<file path="src/rtl/misc_exec_pkg.sv">
package misc_exec_pkg;

  typedef enum logic [3:0] {
    OP_SEXT   = 4'd2,
    OP_CLAMP  = 4'd3,
    OP_MIN    = 4'd4,
    OP_MAX    = 4'd5,
    OP_MINU   = 4'd6,
    OP_MAXU   = 4'd7,
    OP_MOVEQZ = 4'd8,
    OP_MOVNEZ = 4'd9,
    OP_MOVLTZ = 4'd10,
    OP_MOVGEZ = 4'd11
  } miscOp_e;

  // Strobes from control to datapath
  typedef struct packed {
    logic       selSext;
    logic       selClamp;
    logic       selMinMax;
    logic       cmpUnsigned;
    logic       pickMax;
    logic       selMove;
    logic [1:0] moveKind;   // 0 eq zero, 1 not zero, 2 negative, 3 non-negative
    logic       writeReq;   // unconditional write
    logic       illegal;
    logic       notHandled;
  } miscCtrl_t;

endpackage

</file>
<file path="src/rtl/misc_exec_ctrl.sv">
module misc_exec_ctrl
  import misc_exec_pkg::*;
#(
  parameter int OP_W = 4
) (
  input  logic [OP_W-1:0] op2,
  input  logic            miscOptEn,
  output miscCtrl_t       ctrl
);

  always_comb begin
    ctrl = '0;
    case (op2)
      OP_SEXT, OP_CLAMP, OP_MIN, OP_MAX, OP_MINU, OP_MAXU: begin
        if (miscOptEn) begin
          ctrl.writeReq    = 1'b1;
          ctrl.selSext     = (op2 == OP_SEXT);
          ctrl.selClamp    = (op2 == OP_CLAMP);
          ctrl.selMinMax   = (op2 >= OP_MIN);
          ctrl.cmpUnsigned = (op2 == OP_MINU) || (op2 == OP_MAXU);
          ctrl.pickMax     = (op2 == OP_MAX) || (op2 == OP_MAXU);
        end else begin
          ctrl.illegal = 1'b1;
        end
      end
      OP_MOVEQZ, OP_MOVNEZ, OP_MOVLTZ, OP_MOVGEZ: begin
        ctrl.selMove  = 1'b1;
        ctrl.moveKind = op2[1:0];
      end
      default: ctrl.notHandled = 1'b1;
    endcase
  end

endmodule

</file>
<file path="src/rtl/misc_exec_dp.sv">
module misc_exec_dp
  import misc_exec_pkg::*;
#(
  parameter int DATA_W  = 32,
  parameter int FIELD_W = 4,
  parameter int POS_OFS = 7
) (
  input  miscCtrl_t          ctrl,
  input  logic [FIELD_W-1:0] tField,
  input  logic [DATA_W-1:0]  srcS,
  input  logic [DATA_W-1:0]  srcT,
  output logic [DATA_W-1:0]  resultNext,
  output logic               moveTaken
);

  localparam int POS_W = $clog2(DATA_W);

  logic [POS_W-1:0]  signPos;
  logic [DATA_W-1:0] sextVal;
  logic [DATA_W-1:0] hiMask;
  logic [DATA_W-1:0] fillWord;
  logic [DATA_W-1:0] clampVal;
  logic              clampFits;
  logic              sLe, sGe, uLe, uGe, keepS;
  logic [DATA_W-1:0] minMaxVal;

  assign signPos = POS_W'(tField) + POS_W'(POS_OFS);

  // Sign extension: bits above signPos take the sign bit
  for (genvar i = 0; i < DATA_W; i++) begin : g_sext
    assign sextVal[i] = ((POS_W+1)'(i) > {1'b0, signPos}) ? srcS[signPos] : srcS[i];
  end

  // Signed clamp
  assign hiMask    = {DATA_W{1'b1}} << signPos;
  assign fillWord  = {DATA_W{srcS[DATA_W-1]}};
  assign clampFits = ((srcS ^ fillWord) & hiMask) == '0;
  assign clampVal  = clampFits ? srcS : (fillWord ^ ~hiMask);

  // Min / max
  assign sLe = $signed(srcS) <= $signed(srcT);
  assign sGe = $signed(srcS) >= $signed(srcT);
  assign uLe = srcS <= srcT;
  assign uGe = srcS >= srcT;

  always_comb begin
    if (ctrl.cmpUnsigned) keepS = ctrl.pickMax ? uGe : uLe;
    else                  keepS = ctrl.pickMax ? sGe : sLe;
  end
  assign minMaxVal = keepS ? srcS : srcT;

  // Conditional move test
  always_comb begin
    case (ctrl.moveKind)
      2'd0:    moveTaken = ctrl.selMove && (srcT == '0);
      2'd1:    moveTaken = ctrl.selMove && (srcT != '0);
      2'd2:    moveTaken = ctrl.selMove && srcT[DATA_W-1];
      default: moveTaken = ctrl.selMove && !srcT[DATA_W-1];
    endcase
  end

  always_comb begin
    if (ctrl.selSext)        resultNext = sextVal;
    else if (ctrl.selClamp)  resultNext = clampVal;
    else if (ctrl.selMinMax) resultNext = minMaxVal;
    else if (ctrl.selMove)   resultNext = srcS;
    else                     resultNext = '0;
  end

endmodule

</file>
<file path="src/rtl/misc_exec_unit.sv">
module misc_exec_unit
  import misc_exec_pkg::*;
#(
  parameter int DATA_W  = 32,
  parameter int FIELD_W = 4,
  parameter int OP_W    = 4
) (
  input  logic               clk,
  input  logic               rstN,
  input  logic               issueValid,
  input  logic [OP_W-1:0]    op2,
  input  logic [FIELD_W-1:0] rIdx,
  input  logic [FIELD_W-1:0] tIdx,
  input  logic [DATA_W-1:0]  srcS,
  input  logic [DATA_W-1:0]  srcT,
  input  logic               miscOptEn,
  output logic [DATA_W-1:0]  result,
  output logic               wrEn,
  output logic [FIELD_W-1:0] dstIdx,
  output logic               illegal,
  output logic               notHandled
);

  miscCtrl_t         ctrl;
  logic [DATA_W-1:0] resultNext;
  logic              moveTaken;

  misc_exec_ctrl #(.OP_W(OP_W)) u_ctrl (
    .op2       (op2),
    .miscOptEn (miscOptEn),
    .ctrl      (ctrl)
  );

  misc_exec_dp #(.DATA_W(DATA_W), .FIELD_W(FIELD_W)) u_dp (
    .ctrl       (ctrl),
    .tField     (tIdx),
    .srcS       (srcS),
    .srcT       (srcT),
    .resultNext (resultNext),
    .moveTaken  (moveTaken)
  );

  always_ff @(posedge clk) begin
    if (!rstN) begin
      result     <= '0;
      wrEn       <= 1'b0;
      dstIdx     <= '0;
      illegal    <= 1'b0;
      notHandled <= 1'b0;
    end else begin
      result     <= resultNext;
      dstIdx     <= rIdx;
      wrEn       <= issueValid && (ctrl.writeReq || moveTaken);
      illegal    <= issueValid && ctrl.illegal;
      notHandled <= issueValid && ctrl.notHandled;
    end
  end

endmodule

</file>
<file path="config.mk">
export PLATFORM = sky130hd
export DESIGN_NAME = misc_exec_unit
export DESIGN_NICKNAME = d
export VERILOG_FILES = /design/src/rtl/misc_exec_pkg.sv /design/src/rtl/misc_exec_ctrl.sv /design/src/rtl/misc_exec_dp.sv /design/src/rtl/misc_exec_unit.sv
export SDC_FILE = /design/constraint.sdc
export NUM_CORES = 1
export LEC_CHECK = 0
export CAP_MARGIN = 20
export CORE_UTILIZATION = 45
export CTS_BUF_LIST = sky130_fd_sc_hd__clkbuf_4 sky130_fd_sc_hd__clkbuf_8 sky130_fd_sc_hd__clkbuf_16
export DETAILED_ROUTE_END_ITERATION = 8
export PLACE_DENSITY_LB_ADDON = 0.25
export SLEW_MARGIN = 20
export SYNTH_ARGS = -nofsm -noshare
export SYNTH_HDL_FRONTEND = slang
export SYNTH_SLANG_ARGS = --single-unit
</file>
<file path="constraint.sdc">
create_clock -name clk -period 11.39 [get_ports clk]
set_input_delay 2.8475 -clock clk [delete_from_list [all_inputs] [get_ports clk]]
set_output_delay 2.8475 -clock clk [all_outputs]
set_load 0.01 [all_outputs]
</file>
==> out/summary.txt, run 1 <==
=========================================================================================
Min-Delay Path Depth .......................................................            2
Data arrival time of the worst path ........................................      7.56 ns
Max Buffers Root-to-Sink ...................................................            2
FP Rows ....................................................................           40
Synthesized Nets ...........................................................          894
Share of post-route cells with drive strength above 1 ......................        5.32%
Via-to-Cell Ratio ..........................................................         6.68
Kind of critical path ...................................................... primary input to flip-flop
Drt first-iter violations ..................................................          619
Synth area leader ..........................................................      dfxtp_1
Leading cell type by number of instances after synthesis ...................      o21ai_0
Final number of setup-violating endpoints ..................................            0
Final Net Count ............................................................          948
Launching element type of the critical path ................................ primary input
Clock tree from TritonCTS ..................................................         done
Hpwl dp ....................................................................      17.3 mm
P_leak .....................................................................      2.48 nW
Floorplan die width ........................................................       114 um
Detailed-routing wirelength on met1 ........................................      10.4 mm
Routed WL ..................................................................      23.6 mm
Worst Hold Class ........................................................... primary input to flip-flop
Leading post-synthesis cells by cell area .................................. dfxtp_1 14%, ha_1 9.4%, o211ai_1 7.8%
Count of fill cells added during filler insertion ..........................        1,206
Remaining antenna violation count ..........................................            0
Antenna violations before repair ...........................................            0
Netlist area before placement ..............................................     5610 um2
Clock tree sinks ...........................................................           39
Worst stage delay on the critical path .....................................      0.95 ns
Final Hold Vio Count .......................................................            0
Status ..................................................................... finished clean
Number of gates resized after CTS ..........................................            0
Hold bufs inserted after CTS ...............................................            0
Top cell type's share of synthesized area ..................................        13.9%
Post-CTS Setup Bufs ........................................................            0
Number of enable-type register cells in the synthesized netlist ............            0
Maximum number of pins on one net before global-route repair ...............           60
Accumulated negative setup slack ...........................................         0 ns
Number of buffers and inverters on the critical path .......................            4
Setup crit end kind ........................................................    flip-flop
Number of max-capacitance violations reported ..............................            0
Die height .................................................................       114 um
Overflow after GRT .........................................................            0
Ant diodes .................................................................            0
Placeable core area ........................................................   12,100 um2
Effective utilization at floorplan .........................................        46.5%
Largest voltage drop on the vdd net ........................................      51.7 uV
Top delay family on crit path .............................................. compound AO/OA/AOI/OAI gates
Pre-CTS setup slack ........................................................      3.20 ns
Upper clock frequency limit ................................................    0.134 GHz
Period utilization .........................................................        65.3%
Overall die area ...........................................................   12,900 um2
Cell depth of the worst setup path .........................................           14
Hold Slack .................................................................      3.14 ns
Number of design rule violations left after detail routing .................            0
Synth Warn # ...............................................................            0
Vias in the first global route .............................................        6,155
Global-route wire length before repair .....................................      36.5 mm
Routability cong. ..........................................................        0.985
Seq/Total Area, Yosys ......................................................        13.9%
Total clock buffers created by CTS .........................................            5
Total vias in the final route ..............................................        6,643
Setup repair after global routing missed its margin ........................           no
Worst slew pin tran ........................................................      1.02 ns
Port-buffer cells ..........................................................          118
Syn_area_per_cell ..........................................................     7.27 um2
Clock slew seen by the registers of the worst setup and hold paths .........      0.06 ns
Seq cells post-synth .......................................................           39
# H-tree levels ............................................................            2
Global-route usage over all layers .........................................        36.8%
Proportion of register bits with asynchronous set or reset after synthesis .           0%
Required arrival time at the worst endpoint ................................     11.50 ns
Power per Cell Area ........................................................  84.6 nW/um2
Routed length per instance .................................................      23.7 um
First-pass iteration count of the detailed router ..........................            6
Final worst-path setup slack ...............................................      3.95 ns
Highest routed layer .......................................................         met4
Synth-to-layout area growth ................................................        23.4%
Mapped Cells ...............................................................          772
Routed wire length on met3 .................................................      1.84 mm
Leading cell types by count after synthesis ................................ 62 x o21ai_0, 61 x nand2_1, 58 x o211ai_1
Root buffer cell ...........................................................    clkbuf_16
Relative slew margins ......................................................        31.1%
Final critical-path required period ........................................      7.44 ns
Cell type of the slowest stage on the worst timing path ....................     o2111a_2
Sum of met2 wire segment lengths after detailed routing ....................      10.5 mm
Count of cell types in the netlist .........................................           67
Chain of cells forming the critical path ................................... clkdlybuf4s50_1 -> inv_1 -> ha_1 -> inv_1 -> ha_1 -> buf_4 -> nand2b_1 -> a22oi_1 -> a31oi_1 -> a31oi_1 -> nor4bb_1 -> o2111a_2 -> mux2i_1 -> o211ai_1
CP max FO ..................................................................           33
Number of primary I/O pins .................................................          119
Max-slew violations ........................................................            0
Most used flip-flop cell after synthesis ...................................      dfxtp_1
=========================================================================================
kinds of logic (layout without fill, tap and decap cells):
| kind of cell | count (synthesis) | in the layout | synth area share, % |
|---|---|---|---|
| flops | 39 | 39 | 13.9 |
| compound gates | 275 | 275 | 34.5 |
| simple gates | 210 | 210 | 19.4 |
| mux | 38 | 38 | 7.22 |
| xor+xnor | 36 | 36 | 5.62 |
| fa+ha+maj | 42 | 42 | 9.36 |
| buf+inv | 132 | 187 | 9.97 |
per-layer routing:
| layer | up-vias | global-route usage (%) |
|---|---|---|
| met5 | - | 0 |
| met4 | 0 | 15.6 |
| met3 | 52 | 3.99 |
| met1 | 3226 | 51.4 |
| li1 | 3022 | - |
| met2 | 343 | 57.2 |
worst paths after layout:
path	to	start
worst min-delay path	dstIdx[0]$_SDFF_PN0_	rIdx[0]
worst max-delay path	result[10]$_SDFF_PN0_	tIdx[1]
power by group:
group,switching [mW],internal (mW)
Clock,0.0581,0.109
Combinational,0.163,0.107
Sequential,0.00347,0.145
Total,0.225,0.361
cells in the final DEF, fill, tap and decap left out, types with 16 or more instances in the layout:
cell,count
nor2_1,32
dfxtp_1,39
o211ai_1,58
ha_1,42
o21ai_0,62
mux2i_1,36
a21oi_1,48
nor4_1,38
xnor2_1,34
inv_1,50
o311a_1,27
nand2_1,61
clkdlybuf4s50_1,116
a31oi_1,16
state kept, by name, indices dropped and copies added (netlist names):
name	flops
result	32
dstIdx	4
illegal	1
notHandled	1
wrEn	1
final cells by class:
type,count,area (um2),share of cell area (%)
clock inverters,2,35.0,0.506
well taps,168,210,3.04
inverters,51,191,2.76
multi-input cells,601,4300,62.1
repair buffers,128,1270,18.3
clock buffers,6,139,2.01
flip-flops and latches,39,781,11.3
stage by stage:
| step | cells | total power, mW | util [%] | area, um2 |
|---|---|---|---|---|
| 2_1_floorplan | 772 | 0.307 | - | 5610 |
| 3_3_place_gp | 986 | 0.406 | 55.7 | 6720 |
| 3_5_place_dp | 986 | 0.411 | 55.7 | 6720 |
| 4_1_cts | 994 | 0.578 | 57.2 | 6900 |
| 5_1_grt | 995 | 0.612 | 57.4 | 6920 |
| 6_report | 995 | 0.586 | 57.4 | 6920 |
Power figures use the tool's default switching activity.
==> run 2, diff against run 1 <==
==> constraint.sdc (replaced) <==
create_clock -name clk -period 7.48 [get_ports clk]
set_input_delay 1.87 -clock clk [delete_from_list [all_inputs] [get_ports clk]]
set_output_delay 1.87 -clock clk [all_outputs]
set_load 0.01 [all_outputs]
==> out/summary.txt, run 2 (synthesized netlist as in run 1, its figures left out) <==
=====================================================================================
Required arrival time at the worst endpoint ............................      7.61 ns   was 11.50 ns
Upper clock frequency limit ............................................    0.158 GHz
Clock tree from TritonCTS ..............................................         done   unchanged
Status ................................................................. finished clean   unchanged
Drt first-iter violations ..............................................          676   was 619
Effective utilization at floorplan .....................................        46.5%   unchanged
Post-CTS Setup Bufs ....................................................            0   unchanged
Number of design rule violations left after detail routing .............            0   unchanged
Antenna violations before repair .......................................            0   unchanged
Die height .............................................................       114 um   unchanged
Remaining antenna violation count ......................................            0   unchanged
Setup repair after global routing missed its margin ....................           no   unchanged
Clock tree sinks .......................................................           39   unchanged
Number of buffers and inverters on the critical path ...................            5   was 4
Floorplan die width ....................................................       114 um   unchanged
Power per Cell Area ....................................................   127 nW/um2   was 84.6 nW/um2
Via-to-Cell Ratio ......................................................         6.60   was 6.68
Net switching power ....................................................       336 uW   was 225 uW
Hpwl dp ................................................................      17.1 mm   was 17.3 mm
Final critical-path required period ....................................      6.32 ns
Overall die area .......................................................   12,900 um2   unchanged
Switching fraction of total power ......................................        38.0%   was 38.4%
Routability cong. ......................................................        0.998   was 0.985
Ant diodes .............................................................            0   unchanged
Overflow after GRT .....................................................            0   unchanged
Max Buffers Root-to-Sink ...............................................            2   unchanged
# H-tree levels ........................................................            2   unchanged
Clock slew seen by the registers of the worst setup and hold paths .....      0.06 ns   about the same
Count of fill cells added during filler insertion ......................        1,167   was 1,206
Number of primary I/O pins .............................................          119   unchanged
Vias in the first global route .........................................        6,197   was 6,155
Relative contribution of the clock network to total power ..............        28.7%   was 28.5%
Commonest cells after routing, fill and taps aside ..................... 117 x clkdlybuf4s50_1, 62 x o21ai_0, 61 x nand2_1   was 116 x clkdlybuf4s50_1, 62 x o21ai_0, 61 x nand2_1
Number of gates resized after CTS ......................................            0   unchanged
Relative slew margins ..................................................        31.9%   was 31.1%
Routed WL ..............................................................      22.6 mm   was 23.6 mm
Top reg by flops .......................................................       result   unchanged
Final number of setup-violating endpoints ..............................            0   unchanged
Global-route usage over all layers .....................................        34.9%   was 36.8%
P_leak .................................................................      2.50 nW   was 2.48 nW
Chain of cells forming the critical path ............................... clkdlybuf4s50_1 -> inv_1 -> ha_1 -> inv_1 -> ha_1 -> buf_4 -> nand2b_1 -> a22oi_1 -> a31oi_1 -> a31oi_1 -> nor4bb_1 -> o2111a_2 -> buf_4 -> mux2i_1 -> o211ai_1   was clkdlybuf4s50_1 -> inv_1 -> ha_1 -> inv_1 -> ha_1 -> buf_4 -> nand2b_1 -> a22oi_1 -> a31oi_1 -> a31oi_1 -> nor4bb_1 -> o2111a_2 -> mux2i_1 -> o211ai_1
Worst slew pin tran ....................................................      1.02 ns   about the same
Total vias in the final route ..........................................        6,601   was 6,643
Registers with the most flip-flops ..................................... result x32, dstIdx x4   unchanged
CP max FO ..............................................................           31   was 33
First-pass iteration count of the detailed router ......................            5   was 6
Number of max-capacitance violations reported ..........................            0   unchanged
Data arrival time of the worst path ....................................      6.44 ns   was 7.56 ns
Routed length per instance .............................................      22.6 um   was 23.7 um
Number of standard cells in the final layout excluding fillers .........        1,000   was 995
Setup crit end kind ....................................................    flip-flop   unchanged
Min-Delay Path Depth ...................................................            2   unchanged
Global-route wire length before repair .................................      34.8 mm   was 36.5 mm
Maximum number of pins on one net before global-route repair ...........           60   unchanged
Total clock buffers created by CTS .....................................            5   unchanged
Top delay family on crit path .......................................... buffers and inverters   was compound AO/OA/AOI/OAI gates
Endpoint, Worst Hold ................................................... dstIdx[1]$_SDFF_PN0_   was dstIdx[0]$_SDFF_PN0_
FP Rows ................................................................           40   unchanged
Accumulated negative setup slack .......................................         0 ns   unchanged
Launch instance of the worst min-delay path ............................      rIdx[1]   was rIdx[0]
Root buffer cell .......................................................    clkbuf_16   unchanged
Max-slew violations ....................................................            0   unchanged
Proportion of power drawn by flip-flops and latches ....................        25.5%   was 25.4%
Max reg flops ..........................................................           32   unchanged
Int Pwr ................................................................       549 uW   was 361 uW
Launching element type of the critical path ............................ primary input   unchanged
Comb pwr share .........................................................        45.9%   was 46.1%
Largest voltage drop on the vdd net ....................................      92.6 uV   was 51.7 uV
Synth-to-layout area growth ............................................        23.7%   was 23.4%
Final Net Count ........................................................          953   was 948
Final Hold Vio Count ...................................................            0   unchanged
Period utilization .....................................................        84.4%
Share of post-route cells with drive strength above 1 ..................        5.65%   was 5.32%
Placeable core area ....................................................   12,100 um2   unchanged
Worst stage delay on the critical path .................................      0.71 ns   was 0.95 ns
Kind of critical path .................................................. primary input to flip-flop   unchanged
Hold bufs inserted after CTS ...........................................            0   unchanged
Worst Hold Class ....................................................... primary input to flip-flop   unchanged
Cell type of the slowest stage on the worst timing path ................     o2111a_2   unchanged
Port-buffer cells ......................................................          118   unchanged
Placed instance count ..................................................          992   was 986
Most frequent standard cell in the layout excluding fill and tap cells . clkdlybuf4s50_1   unchanged
=====================================================================================
run 2: changes by cell type in the layout (fill, tap and decap cells not counted), sizes merged:
cell           previous run  this run
clkdlybuf4s50           116       117
buf                      12        16
run 2: worst max-delay path by stage:
stage / start / to / slack (ns) / cells after the start
floorplan: tIdx[0] / result[15]$_SDFF_PN0_ / 2.68 / 16
global placement: tIdx[1] / result[13]$_SDFF_PN0_ / 1.17 / 15
detailed placement: tIdx[1] / result[8]$_SDFF_PN0_ / 0.96 / 15
CTS: tIdx[1] / result[8]$_SDFF_PN0_ / 1.27 / 15
global route: tIdx[1] / result[9]$_SDFF_PN0_ / 0.89 / 15
finish: tIdx[1] / result[8]$_SDFF_PN0_ / 1.16 / 15
run 2: area by class of cell:
class	count	area (um2)	share of cell area, %
Sequential cell	39	781	11.2
Inverter	51	191	2.76
Multi-Input combinational cell	601	4300	61.9
Clock inverter	2	35.0	0.505
Timing Repair Buffer	133	1290	18.6
Tap cell	168	210	3.03
Clock buffer	6	139	2.00
run 2: per-layer routing:
layer,track usage [%],vias to the layer above,wire length [um]
met2,52.6,401,9550
met3,5.15,66,2050
met4,18.0,0,1120
met1,48.2,3096,9830
met5,0,-,0
li1,-,3038,-
run 2: power groups by stage:
stage / registers (mW) / clock network (mW) / logic [mW]
6_report: 0.225 / 0.254 / 0.406
5_1_grt: 0.226 / 0.262 / 0.439
4_1_cts: 0.225 / 0.255 / 0.397
3_5_place_dp: 0.230 / 0 / 0.395
3_3_place_gp: 0.230 / 0 / 0.389
2_1_floorplan: 0.236 / 0 / 0.231
run 2: metrics by stage:
step	total power [mW]	hold WS (ns)	cell area [um2]	setup WS (ns)	util (%)
final	0.885	2.16	6940	1.16	57.6
after global routing	0.927	2.17	6940	0.887	57.6
after floorplan	0.467	1.95	5610	2.68	-
after global placement	0.619	2.46	6770	1.17	56.1
after detailed placement	0.625	2.46	6770	0.963	56.1
after CTS	0.877	2.16	6940	1.27	57.6
